===== src/rtl/hb_xfer_pkg.sv =====
package hb_xfer_pkg;

  typedef enum logic [2:0] {
    S_IDLE = 3'd0,
    S_CA   = 3'd1,
    S_LAT  = 3'd2,
    S_DATA = 3'd3,
    S_END  = 3'd4
  } seq_state_e;

  localparam logic [3:0] SZ_W16 = 4'h8;
  localparam logic [3:0] SZ_W32 = 4'hC;
  localparam logic [3:0] SZ_W64 = 4'hF;

  localparam int CA_BYTES = 6;
  localparam int CA_W     = 8 * CA_BYTES;
  localparam int MAX_WORDS = 4;

  function automatic logic [3:0] size_bytes(input logic [3:0] code);
    case (code)
      SZ_W64:  return 4'd8;
      SZ_W32:  return 4'd4;
      default: return 4'd2;
    endcase
  endfunction

  // Stream word {second byte, first byte}; register space swaps.
  function automatic logic [15:0] bus_word(input logic [15:0] w, input logic swap);
    return swap ? {w[7:0], w[15:8]} : w;
  endfunction

endpackage


===== src/rtl/hb_ca_builder.sv =====
module hb_ca_builder
  import hb_xfer_pkg::*;
#(
  parameter int ADDR_W = 25
) (
  input  logic              rd_i,
  input  logic              rsp_i,
  input  logic              lin_i,
  input  logic [ADDR_W-1:0] byte_addr_i,
  output logic [CA_W-1:0]   ca_o
);
  localparam int WADDR_W = ADDR_W - 1;
  localparam int PAD_W   = CA_W - 3 - WADDR_W;

  logic [WADDR_W-1:0] word_addr;
  logic               addr_lsb_unused;

  assign word_addr       = byte_addr_i[ADDR_W-1:1];
  assign addr_lsb_unused = byte_addr_i[0];
  assign ca_o            = {rd_i, rsp_i, lin_i, {PAD_W{1'b0}}, word_addr};

endmodule


===== src/rtl/hb_wdata_pack.sv =====
module hb_wdata_pack
  import hb_xfer_pkg::*;
(
  input  logic [31:0] wdata_lo_i,
  input  logic [31:0] wdata_hi_i,
  input  logic [3:0]  size_code_i,
  input  logic        rsp_i,
  output logic [63:0] stream_o
);
  logic [15:0] words [MAX_WORDS];

  always_comb begin
    for (int k = 0; k < MAX_WORDS; k++) words[k] = 16'h0000;
    case (size_code_i)
      SZ_W64: begin
        words[0] = wdata_hi_i[15:0];
        words[1] = wdata_hi_i[31:16];
        words[2] = wdata_lo_i[15:0];
        words[3] = wdata_lo_i[31:16];
      end
      SZ_W32: begin
        words[0] = wdata_lo_i[15:0];
        words[1] = wdata_lo_i[31:16];
      end
      default: words[0] = wdata_lo_i[31:16];
    endcase
  end

  for (genvar k = 0; k < MAX_WORDS; k++) begin : g_word
    assign stream_o[16*k +: 16] = bus_word(words[k], rsp_i);
  end

endmodule


===== src/rtl/hb_rdata_unpack.sv =====
module hb_rdata_unpack
  import hb_xfer_pkg::*;
(
  input  logic [63:0] stream_i,
  input  logic [3:0]  size_code_i,
  input  logic        rsp_i,
  output logic [31:0] rdata_lo_o,
  output logic [31:0] rdata_hi_o
);
  logic [15:0] w [MAX_WORDS];

  for (genvar k = 0; k < MAX_WORDS; k++) begin : g_word
    assign w[k] = bus_word(stream_i[16*k +: 16], rsp_i);
  end

  always_comb begin
    rdata_lo_o = '0;
    rdata_hi_o = '0;
    case (size_code_i)
      SZ_W64: begin
        rdata_hi_o = {w[1], w[0]};
        rdata_lo_o = {w[3], w[2]};
      end
      SZ_W32:  rdata_lo_o = {w[1], w[0]};
      default: rdata_lo_o = {w[0], 16'h0000};
    endcase
  end

endmodule


===== src/rtl/hb_seq.sv =====
module hb_seq
  import hb_xfer_pkg::*;
#(
  parameter int DUMMY_CYC = 14
) (
  input  logic       clk_i,
  input  logic       rst_ni,
  input  logic       start_i,
  input  logic       rd_i,
  input  logic [3:0] n_bytes_i,
  output logic       accept_o,
  output seq_state_e state_o
);
  localparam int LAT_TICKS = 2 * DUMMY_CYC;
  localparam int CNT_RAW   = $clog2(LAT_TICKS + 1);
  localparam int CNT_W     = (CNT_RAW < 3) ? 3 : CNT_RAW;
  localparam logic [CNT_W-1:0] CA_LAST  = CNT_W'(CA_BYTES - 1);
  localparam logic [CNT_W-1:0] LAT_LAST = CNT_W'(LAT_TICKS - 1);

  seq_state_e       state_q, state_d;
  logic [CNT_W-1:0] cnt_q, cnt_d;
  logic [CNT_W-1:0] data_last;

  assign data_last = CNT_W'(n_bytes_i - 4'd1);
  assign accept_o  = (state_q == S_IDLE) && start_i;
  assign state_o   = state_q;

  always_comb begin
    state_d = state_q;
    cnt_d   = cnt_q + 1'b1;
    case (state_q)
      S_IDLE: begin
        cnt_d = '0;
        if (start_i) state_d = S_CA;
      end
      S_CA: if (cnt_q == CA_LAST) begin
        cnt_d   = '0;
        state_d = rd_i ? S_LAT : S_DATA;
      end
      S_LAT: if (cnt_q == LAT_LAST) begin
        cnt_d   = '0;
        state_d = S_DATA;
      end
      S_DATA: if (cnt_q == data_last) begin
        cnt_d   = '0;
        state_d = S_END;
      end
      S_END: begin
        cnt_d   = '0;
        state_d = S_IDLE;
      end
      default: begin
        cnt_d   = '0;
        state_d = S_IDLE;
      end
    endcase
  end

  always_ff @(posedge clk_i or negedge rst_ni) begin
    if (!rst_ni) begin
      state_q <= S_IDLE;
      cnt_q   <= '0;
    end else begin
      state_q <= state_d;
      cnt_q   <= cnt_d;
    end
  end

endmodule


===== src/rtl/hb_xfer_engine.sv =====
module hb_xfer_engine
  import hb_xfer_pkg::*;
#(
  parameter int ADDR_W    = 25,
  parameter int DUMMY_CYC = 14
) (
  input  logic              clk_i,
  input  logic              rst_ni,
  input  logic              start_i,
  input  logic              read_i,
  input  logic              reg_space_i,
  input  logic              linear_i,
  input  logic [ADDR_W-1:0] byte_addr_i,
  input  logic [3:0]        size_code_i,
  input  logic [31:0]       wdata_lo_i,
  input  logic [31:0]       wdata_hi_i,
  output logic [31:0]       rdata_lo_o,
  output logic [31:0]       rdata_hi_o,
  output logic              xfer_end_o,
  output logic              hb_cs_no,
  output logic              hb_ck_o,
  output logic [7:0]        hb_dq_o,
  output logic              hb_dq_oe_o,
  input  logic [7:0]        hb_dq_i
);
  seq_state_e  state;
  logic        accept;
  logic [CA_W-1:0] ca_w, ca_q;
  logic [63:0] tx_w, tx_q, rx_q, rx_aligned;
  logic [31:0] rd_lo_w, rd_hi_w, rd_lo_q, rd_hi_q;
  logic        rd_q, rsp_q;
  logic [3:0]  size_q, nbytes_q;
  logic        ck_q, end_q, active;

  hb_ca_builder #(.ADDR_W(ADDR_W)) u_ca (
    .rd_i       (read_i),
    .rsp_i      (reg_space_i),
    .lin_i      (linear_i),
    .byte_addr_i(byte_addr_i),
    .ca_o       (ca_w)
  );

  hb_wdata_pack u_pack (
    .wdata_lo_i (wdata_lo_i),
    .wdata_hi_i (wdata_hi_i),
    .size_code_i(size_code_i),
    .rsp_i      (reg_space_i),
    .stream_o   (tx_w)
  );

  hb_seq #(.DUMMY_CYC(DUMMY_CYC)) u_seq (
    .clk_i    (clk_i),
    .rst_ni   (rst_ni),
    .start_i  (start_i),
    .rd_i     (rd_q),
    .n_bytes_i(nbytes_q),
    .accept_o (accept),
    .state_o  (state)
  );

  // Received bytes enter from the top; realign so byte 0 sits at bit 0.
  assign rx_aligned = rx_q >> {4'd8 - nbytes_q, 3'b000};

  hb_rdata_unpack u_unpack (
    .stream_i   (rx_aligned),
    .size_code_i(size_q),
    .rsp_i      (rsp_q),
    .rdata_lo_o (rd_lo_w),
    .rdata_hi_o (rd_hi_w)
  );

  assign active = (state == S_CA) || (state == S_LAT) || (state == S_DATA);

  always_ff @(posedge clk_i or negedge rst_ni) begin
    if (!rst_ni) begin
      ca_q     <= '0;
      tx_q     <= '0;
      rx_q     <= '0;
      rd_q     <= 1'b0;
      rsp_q    <= 1'b0;
      size_q   <= SZ_W16;
      nbytes_q <= 4'd2;
    end else if (accept) begin
      ca_q     <= ca_w;
      tx_q     <= tx_w;
      rx_q     <= '0;
      rd_q     <= read_i;
      rsp_q    <= reg_space_i;
      size_q   <= size_code_i;
      nbytes_q <= size_bytes(size_code_i);
    end else begin
      if (state == S_CA) ca_q <= {ca_q[CA_W-9:0], 8'h00};
      if (state == S_DATA && !rd_q) tx_q <= {8'h00, tx_q[63:8]};
      if (state == S_DATA && rd_q) rx_q <= {hb_dq_i, rx_q[63:8]};
    end
  end

  always_ff @(posedge clk_i or negedge rst_ni) begin
    if (!rst_ni) begin
      ck_q    <= 1'b0;
      end_q   <= 1'b1;
      rd_lo_q <= '0;
      rd_hi_q <= '0;
    end else begin
      ck_q <= active ? ~ck_q : 1'b0;
      if (accept) end_q <= 1'b0;
      else if (state == S_END) end_q <= 1'b1;
      if (state == S_END && rd_q) begin
        rd_lo_q <= rd_lo_w;
        rd_hi_q <= rd_hi_w;
      end
    end
  end

  assign hb_cs_no   = ~active;
  assign hb_ck_o    = ck_q;
  assign hb_dq_oe_o = (state == S_CA) || (state == S_DATA && !rd_q);
  assign hb_dq_o    = (state == S_CA) ? ca_q[CA_W-1 -: 8] :
                      (hb_dq_oe_o ? tx_q[7:0] : 8'h00);
  assign xfer_end_o = end_q;
  assign rdata_lo_o = rd_lo_q;
  assign rdata_hi_o = rd_hi_q;

endmodule


===== config.mk =====
export PLATFORM = sky130hd
export DESIGN_NAME = hb_xfer_engine
export DESIGN_NICKNAME = d
export VERILOG_FILES = /design/src/rtl/hb_xfer_pkg.sv /design/src/rtl/hb_ca_builder.sv /design/src/rtl/hb_wdata_pack.sv /design/src/rtl/hb_rdata_unpack.sv /design/src/rtl/hb_seq.sv /design/src/rtl/hb_xfer_engine.sv
export SDC_FILE = /design/constraint.sdc
export NUM_CORES = 1
export LEC_CHECK = 0
export ABC_AREA = 1
export BUFFER_PORTS_ARGS = -buffer_cell sky130_fd_sc_hd__buf_2
export CAP_MARGIN = 10
export CORE_MARGIN = 5
export CORE_UTILIZATION = 60
export CTS_BUF_LIST = sky130_fd_sc_hd__clkbuf_16
export CTS_CLUSTER_DIAMETER = 60
export DETAILED_ROUTE_END_ITERATION = 12
export PLACE_DENSITY = 0.82
export SETUP_SLACK_MARGIN = 0.02
export SLEW_MARGIN = 40
export SYNTH_ARGS = -nofsm -noshare
export SYNTH_HDL_FRONTEND = slang
export SYNTH_SLANG_ARGS = --single-unit

===== constraint.sdc =====
create_clock -name clk_i -period 5.2 [get_ports clk_i]
set_clock_uncertainty 0.2 [all_clocks]
set_input_delay 0.78 -clock clk_i [delete_from_list [all_inputs] [get_ports clk_i]]
set_output_delay 0.78 -clock clk_i [all_outputs]
set_load 0.01 [all_outputs]

**Word-level counts from Yosys, hierarchy flattened**

Index checks and enable logic that the tools add are counted.

- Register bits after elaboration: 260
- Input port bits: 107
- Output and inout port bits: 76

- Add/subtract/negate cells: 3
- Equal/unequal tests: 15
- Shift-type cells: 1
- Mux-type cells: 35
- Bitwise logic cells: 2
- Reductions and logical operators: 14

Operators with widths:

| operator | number |
|---|---|
| 64-bit 2-to-1 mux | 4 |
| 16-bit 2-to-1 mux | 8 |
| 48-bit 2-to-1 mux | 2 |
| 32-bit 2-to-1 mux | 2 |
| 16-bit one-hot mux with 2 select lines | 2 |
| 32-bit one-hot mux with 2 select lines | 1 |
| 64-bit by 7-bit >> shifter with 64-bit output | 1 |
| 4-bit equality test, second input constant | 4 |
| 8-bit 2-to-1 mux | 2 |
| 5-bit 2-to-1 mux | 3 |
| 5-bit one-hot mux with 3 select lines | 1 |
| 3-bit 2-to-1 mux | 4 |
| 3-bit one-hot mux with 4 select lines | 1 |
| 4-bit one-hot mux with 2 select lines | 1 |
| 2-bit nonzero test | 4 |
| 3-bit by 2-bit equality test with 1-bit output, second input constant | 2 |
| 2-bit by 1-bit != test with 1-bit output, second input constant | 3 |
| 5-bit by 1-bit adder with 5-bit output, second input constant | 1 |
| 5-bit by 3-bit equality test with 1-bit output, second input constant | 1 |
| 5-bit equality test | 1 |
| 5-bit equality test, second input constant | 1 |
| 4-bit by 1-bit subtractor with 5-bit output, second input constant | 1 |
| 1-bit logical AND | 4 |
| 1-bit 2-to-1 mux | 4 |
| 9 further kinds | 12 |

**Logic depth before layout (Yosys ltp)**

- Depth after elaboration: 5
- Mapped depth: 17

**Hierarchy**

A second synthesis with hierarchy kept.

- Cells, all modules: 2,592
- Area total of the unflattened synthesis: 16,632.2 um^2

Modules (own cells, without submodules):

| module | times used | cells an instance | area an instance (um^2) | sequential area each (um^2) |
|---|---|---|---|---|
| hb_xfer_engine | 1 | 1,721 | 12,319.3 | 6,284.8 |
| hb_rdata_unpack | 1 | 358 | 1,701.6 | 0.0 |
| hb_wdata_pack | 1 | 371 | 1,604.0 | 0.0 |
| hb_seq | 1 | 93 | 643.1 | 200.2 |
| hb_ca_builder | 1 | 49 | 364.1 | 0.0 |

**Worst setup path after synthesis**

Ideal clock, no wire load.

- Path type: register -> register
- Start: register nbytes_q[1]
- End: register rd_lo_q[21] (netlist: rdata_lo_o[21])
- Setup time: 0.117 ns
- Arrival time: 2.255 ns
- Required time: 4.883 ns
- Path slack: 2.628 ns
- Cell stages (with the launch flop): 16
- Buffers on the path: 5
- Clock period less this slack: 2.572 ns
- Cells stage by stage: dfstp_2 > buf_2 > inv_2 > buf_4 > buf_2 > ha_1 > buf_2 > clkinv_1 > clkbuf_1 > nand3_1 > nand4_1 > nand2_1 > nand2_1 > nand3_1 > nand2_1 > nand2_1

- Word-level cells in the longest chain between the ends: 4

Ends and longest elaborated chain:

| what | RTL line | text |
|---|---|---|
| from (decl) | hb_xfer_engine.sv:32 | `logic [3:0] size_q, nbytes_q;` |
| from (signal assigned) | hb_xfer_engine.sv:90 | `nbytes_q <= size_bytes(size_code_i);` |
| 4-bit subtractor * | hb_xfer_engine.sv:62 | `assign rx_aligned = rx_q >> {4'd8 - nbytes_q, 3'b000};` |
| 64-bit by 7-bit >> shifter with 64-bit output * | hb_xfer_engine.sv:62 |  |
| 16-bit 2-to-1 mux | hb_xfer_pkg.sv:29 | `return swap ? {w[7:0], w[15:8]} : w;` |
| 32-bit one-hot mux with 2 select lines * | hb_rdata_unpack.sv:19 | `case (size_code_i)` |
| to (signal assigned) | hb_xfer_engine.sv:109 | `rd_lo_q <= rd_lo_w;` |
| to (decl) | hb_xfer_engine.sv:30 | `logic [31:0] rd_lo_w, rd_hi_w, rd_lo_q, rd_hi_q;` |

Mark *: on every way between the ends. The rest lies on a longest branch, timed or not.
A chain may end at the register's enable or synchronous reset.

**Final worst setup path**

- Start: register nbytes_q[1]
- End: register rd_lo_q[15] (netlist: rdata_lo_o[15])

Same word-level chain as after synthesis.

==> results.sh <==
export IMPL_grtUsageMet2_pct=50.3
export IMPL_r2r_slack_ps=950
export IMPL_cellLeakagePower_nw=8.29
export IMPL_fp_row_count=56
export IMPL_gp_congestion=0.911
export IMPL_antenna_found_initial=1
export IMPL_yosys_area_top_type="dfrtp_1"
export IMPL_final_util_pct=68.9
export IMPL_top_usage_layer="met2"
export IMPL_worstHoldPathCells=3
export IMPL_cts_made_buffers=28
export IMPL_multi_input_area_mm2=0.00651
export IMPL_critical_path_class="flop to flop"
export IMPL_htreeDepth=1
export IMPL_tightest_slew_ps=835
export IMPL_synth_seq_area_share_pct=45.2
export IMPL_min_from="byte_addr_i[1]"
export IMPL_cts_sinks=259
export IMPL_wire_per_inst_um=16.4
export IMPL_synth_cell_type_count=43
export IMPL_die_h_um=165
export IMPL_coreArea_mm2=0.0235
export IMPL_ant_nets=0
export IMPL_start_util_pct=61.1
export IMPL_synth_edf_count=0
export IMPL_worstSkewPairLatency_ps=550
export IMPL_cts_tree="done"
export IMPL_cts_buffer_depth=3
export IMPL_max_freq_mhz=235
export IMPL_cts_resized=0
export IMPL_viasPerCell=5.77
export IMPL_r2r_cells=13
export IMPL_status="completed"
export IMPL_hold_class="input port to flop"
export IMPL_hold_viol=0
export IMPL_grt_pass1_vias=13800
export IMPL_hold_path_end="ca_q[0]"
export IMPL_nFillCells=1971
export IMPL_setup_violations=0
export IMPL_yosysTopAreaCellShare_pct=44.7
export IMPL_cp_start_kind="flop"
export IMPL_die_area_mm2=0.0271
export IMPL_fin_crit_sh_pct=81.7
export IMPL_dp_hpwl_um=26500
export IMPL_critPathCaptureType="flop"
export IMPL_finalPower_w=0.00940
export IMPL_finalSetupTns_ps=0
export IMPL_max_slew_margin_pct=44.3
export IMPL_layout_drive_gt1_share_pct=13.1
export IMPL_worst_endpoint_arrival_ps=4470
export IMPL_r2r_end="rdata_lo_o[15]"
export IMPL_grt_max_degree=111
export IMPL_fp_dieW_um=165
export IMPL_reg2reg_from="nbytes_q[1]"
export IMPL_rsz0062_at_grt="false"
export IMPL_synth_area_mm2=0.0143
export IMPL_grt_util_met3_pct=3.67
export IMPL_io_pins=183
export IMPL_dr_pass1_iters=6
export IMPL_fin_crit_ps=4250
export IMPL_synth_ff_type="dfrtp_1"
export IMPL_fin_nets=2216
export IMPL_yosys_warnings=0
export IMPL_synth_seq_cells=259
export IMPL_slew_viol_final=0
export IMPL_grt_overflow_total=0
export IMPL_synth_area_top_cells="dfrtp_1 (45%), nand2_1 (20%), nand3_1 (8.7%)"
export IMPL_required_ps=5430
export IMPL_power_density_mw_per_mm2=581
export IMPL_syn_nets=2117
export IMPL_vdd_ir_drop_worst_v=0.000407
export IMPL_synth_common_cells="nand2_1 (765), dfrtp_1 (256), nand3_1 (250), inv_1 (186), o21ai_0 (119)"
export IMPL_maxCapViolations=0
export IMPL_ff_latch_area_mm2=0.00648
export IMPL_grt_pass1_wl_um=65900
export IMPL_avgSynthCellArea_um2=7.14
export IMPL_diodes=0
export IMPL_grt_total_usage_pct=29.8
export IMPL_path_max_fanout=50
export IMPL_num_vias=14100
export IMPL_io_buffers=181
export IMPL_drc=0
export IMPL_synthCells=2007
export IMPL_clockRootBuffer="clkbuf_16"
export IMPL_drt_total_wl_um=40000
export IMPL_post_cts_buffers=0
export IMPL_synthArstFlopShare_pct=100
export IMPL_clk_pin_slew_ps=60
export IMPL_drt_iter0_markers=1193
export IMPL_syn_to_final_growth_pct=12.8
export IMPL_use_met1_pct=37.5
export IMPL_yosysMostFrequentCell="nand2_1"
[power breakdown]
group	total (W)	internal, W	switching (W)
Clock	0.00199	0.00117	0.000813
Combinational	0.00439	0.00134	0.00305
Sequential	0.00302	0.00266	0.000365
Total	0.00940	0.00517	0.00423
[cells by family (layout without fill, tap and decap cells)]
kind of cell | count (synthesis) | in the layout | synth area share, %
buf+inv | 332 | 452 | 9.59
flops | 259 | 259 | 45.2
simple gates | 1139 | 1139 | 33.5
xor+xnor | 3 | 3 | 0.183
compound gates | 271 | 271 | 11.2
fa+ha+maj | 3 | 3 | 0.262
[worst max-delay path by stage]
stage	startpoint	to	slack, ps	cells past startpoint
floorplan	nbytes_q[1]	rdata_lo_o[21]	2630	15
global placement	nbytes_q[1]	rdata_lo_o[7]	1250	13
detailed placement	nbytes_q[1]	rdata_lo_o[4]	1140	13
CTS	nbytes_q[1]	rdata_lo_o[15]	1120	13
global route	nbytes_q[1]	rdata_lo_o[15]	730	13
finish	nbytes_q[1]	rdata_lo_o[15]	950	13
[cell type report]
class                   instances  share of cell area (%)
repair buffers                206                    7.04
multi-input cells            1416                    40.2
well taps                     319                    2.47
inverters                     195                    4.54
clock buffers                  28                    4.33
clock inverters                23                    1.34
flip-flops and latches        259                    40.1
[metrics by stage]
| step | cell area [µm²] | setup slack [ps] | instances | hold slack, ps |
|---|---|---|---|---|
| 2_1_floorplan | 14300 | 2630 | 2007 | 244 |
| 3_3_place_gp | 15200 | 1250 | 2393 | 211 |
| 3_5_place_dp | 15200 | 1140 | 2393 | 227 |
| 4_1_cts | 16100 | 1120 | 2444 | 127 |
| 5_1_grt | 16200 | 728 | 2446 | 239 |
| 6_report | 16200 | 953 | 2446 | 230 |
[placed cells by master (no fill, tap or decap), drive strengths merged]
cell,netlist,layout
nand2,768,768
dfrtp,256,256
nand3,251,251
buf,74,205
inv,194,200
o21ai,143,143
nor2,69,69
o22ai,65,65
nand4,37,37
clkbuf,63,28
o221ai,17,17
a31oi,14,14
clkinv,1,13
or2,8,8
a21boi,8,8
a41oi,7,7
o211ai,6,6
a22oi,6,6
nor3,5,5
bufinv,0,4
ha,3,3
dfstp,3,3
xor2,2,2
o21a,2,2
xnor2,1,1
a21oi,1,1
nor4,1,1
o21bai,1,1
a31o,1,1
clkinvlp,0,1
dlygate4sd3,0,1
[repair_timing]
| action | CTS | global route |
|---|---|---|
| hold buffers | 0 | 1 |
| hold endpoints to repair | 0 | 29 |
| endpoints found under the setup margin | 0 | 0 |
[registers in the layout (all words and copies together), names as in the netlist]
signal and flops:
rdata_hi_o 32, u_seq.cnt_q 5, nbytes_q 3, rd_q 1, tx_q 64, rsp_q 1
rx_q 64, size_q 4, hb_ck_o 1, u_seq.state_o 3, rdata_lo_o 32, ca_q 48
xfer_end_o 1
[worst max-delay path, stage by stage, from the launching register on]
cell and delay (ps):
dfstp_2 510, buf_4 430, inv_2 70, ha_1 290, buf_4 390, clkinv_1 640, nand2_1 680, inv_2 300
nand2_1 160, nand2_1 70, nand3_1 100, nand2_1 100, nand2_1 90, nand2_1 60
[routing by layer]
| metal | share of wire (%) | vias up |
|---|---|---|
| met2 | 49 | 580 |
| met5 | 0.027 | - |
| met3 | 6.5 | 148 |
| li1 | - | 6709 |
| met4 | 5.4 | 2 |
| met1 | 39 | 6680 |
No activity file was read; power rests on OpenSTA's default activity.
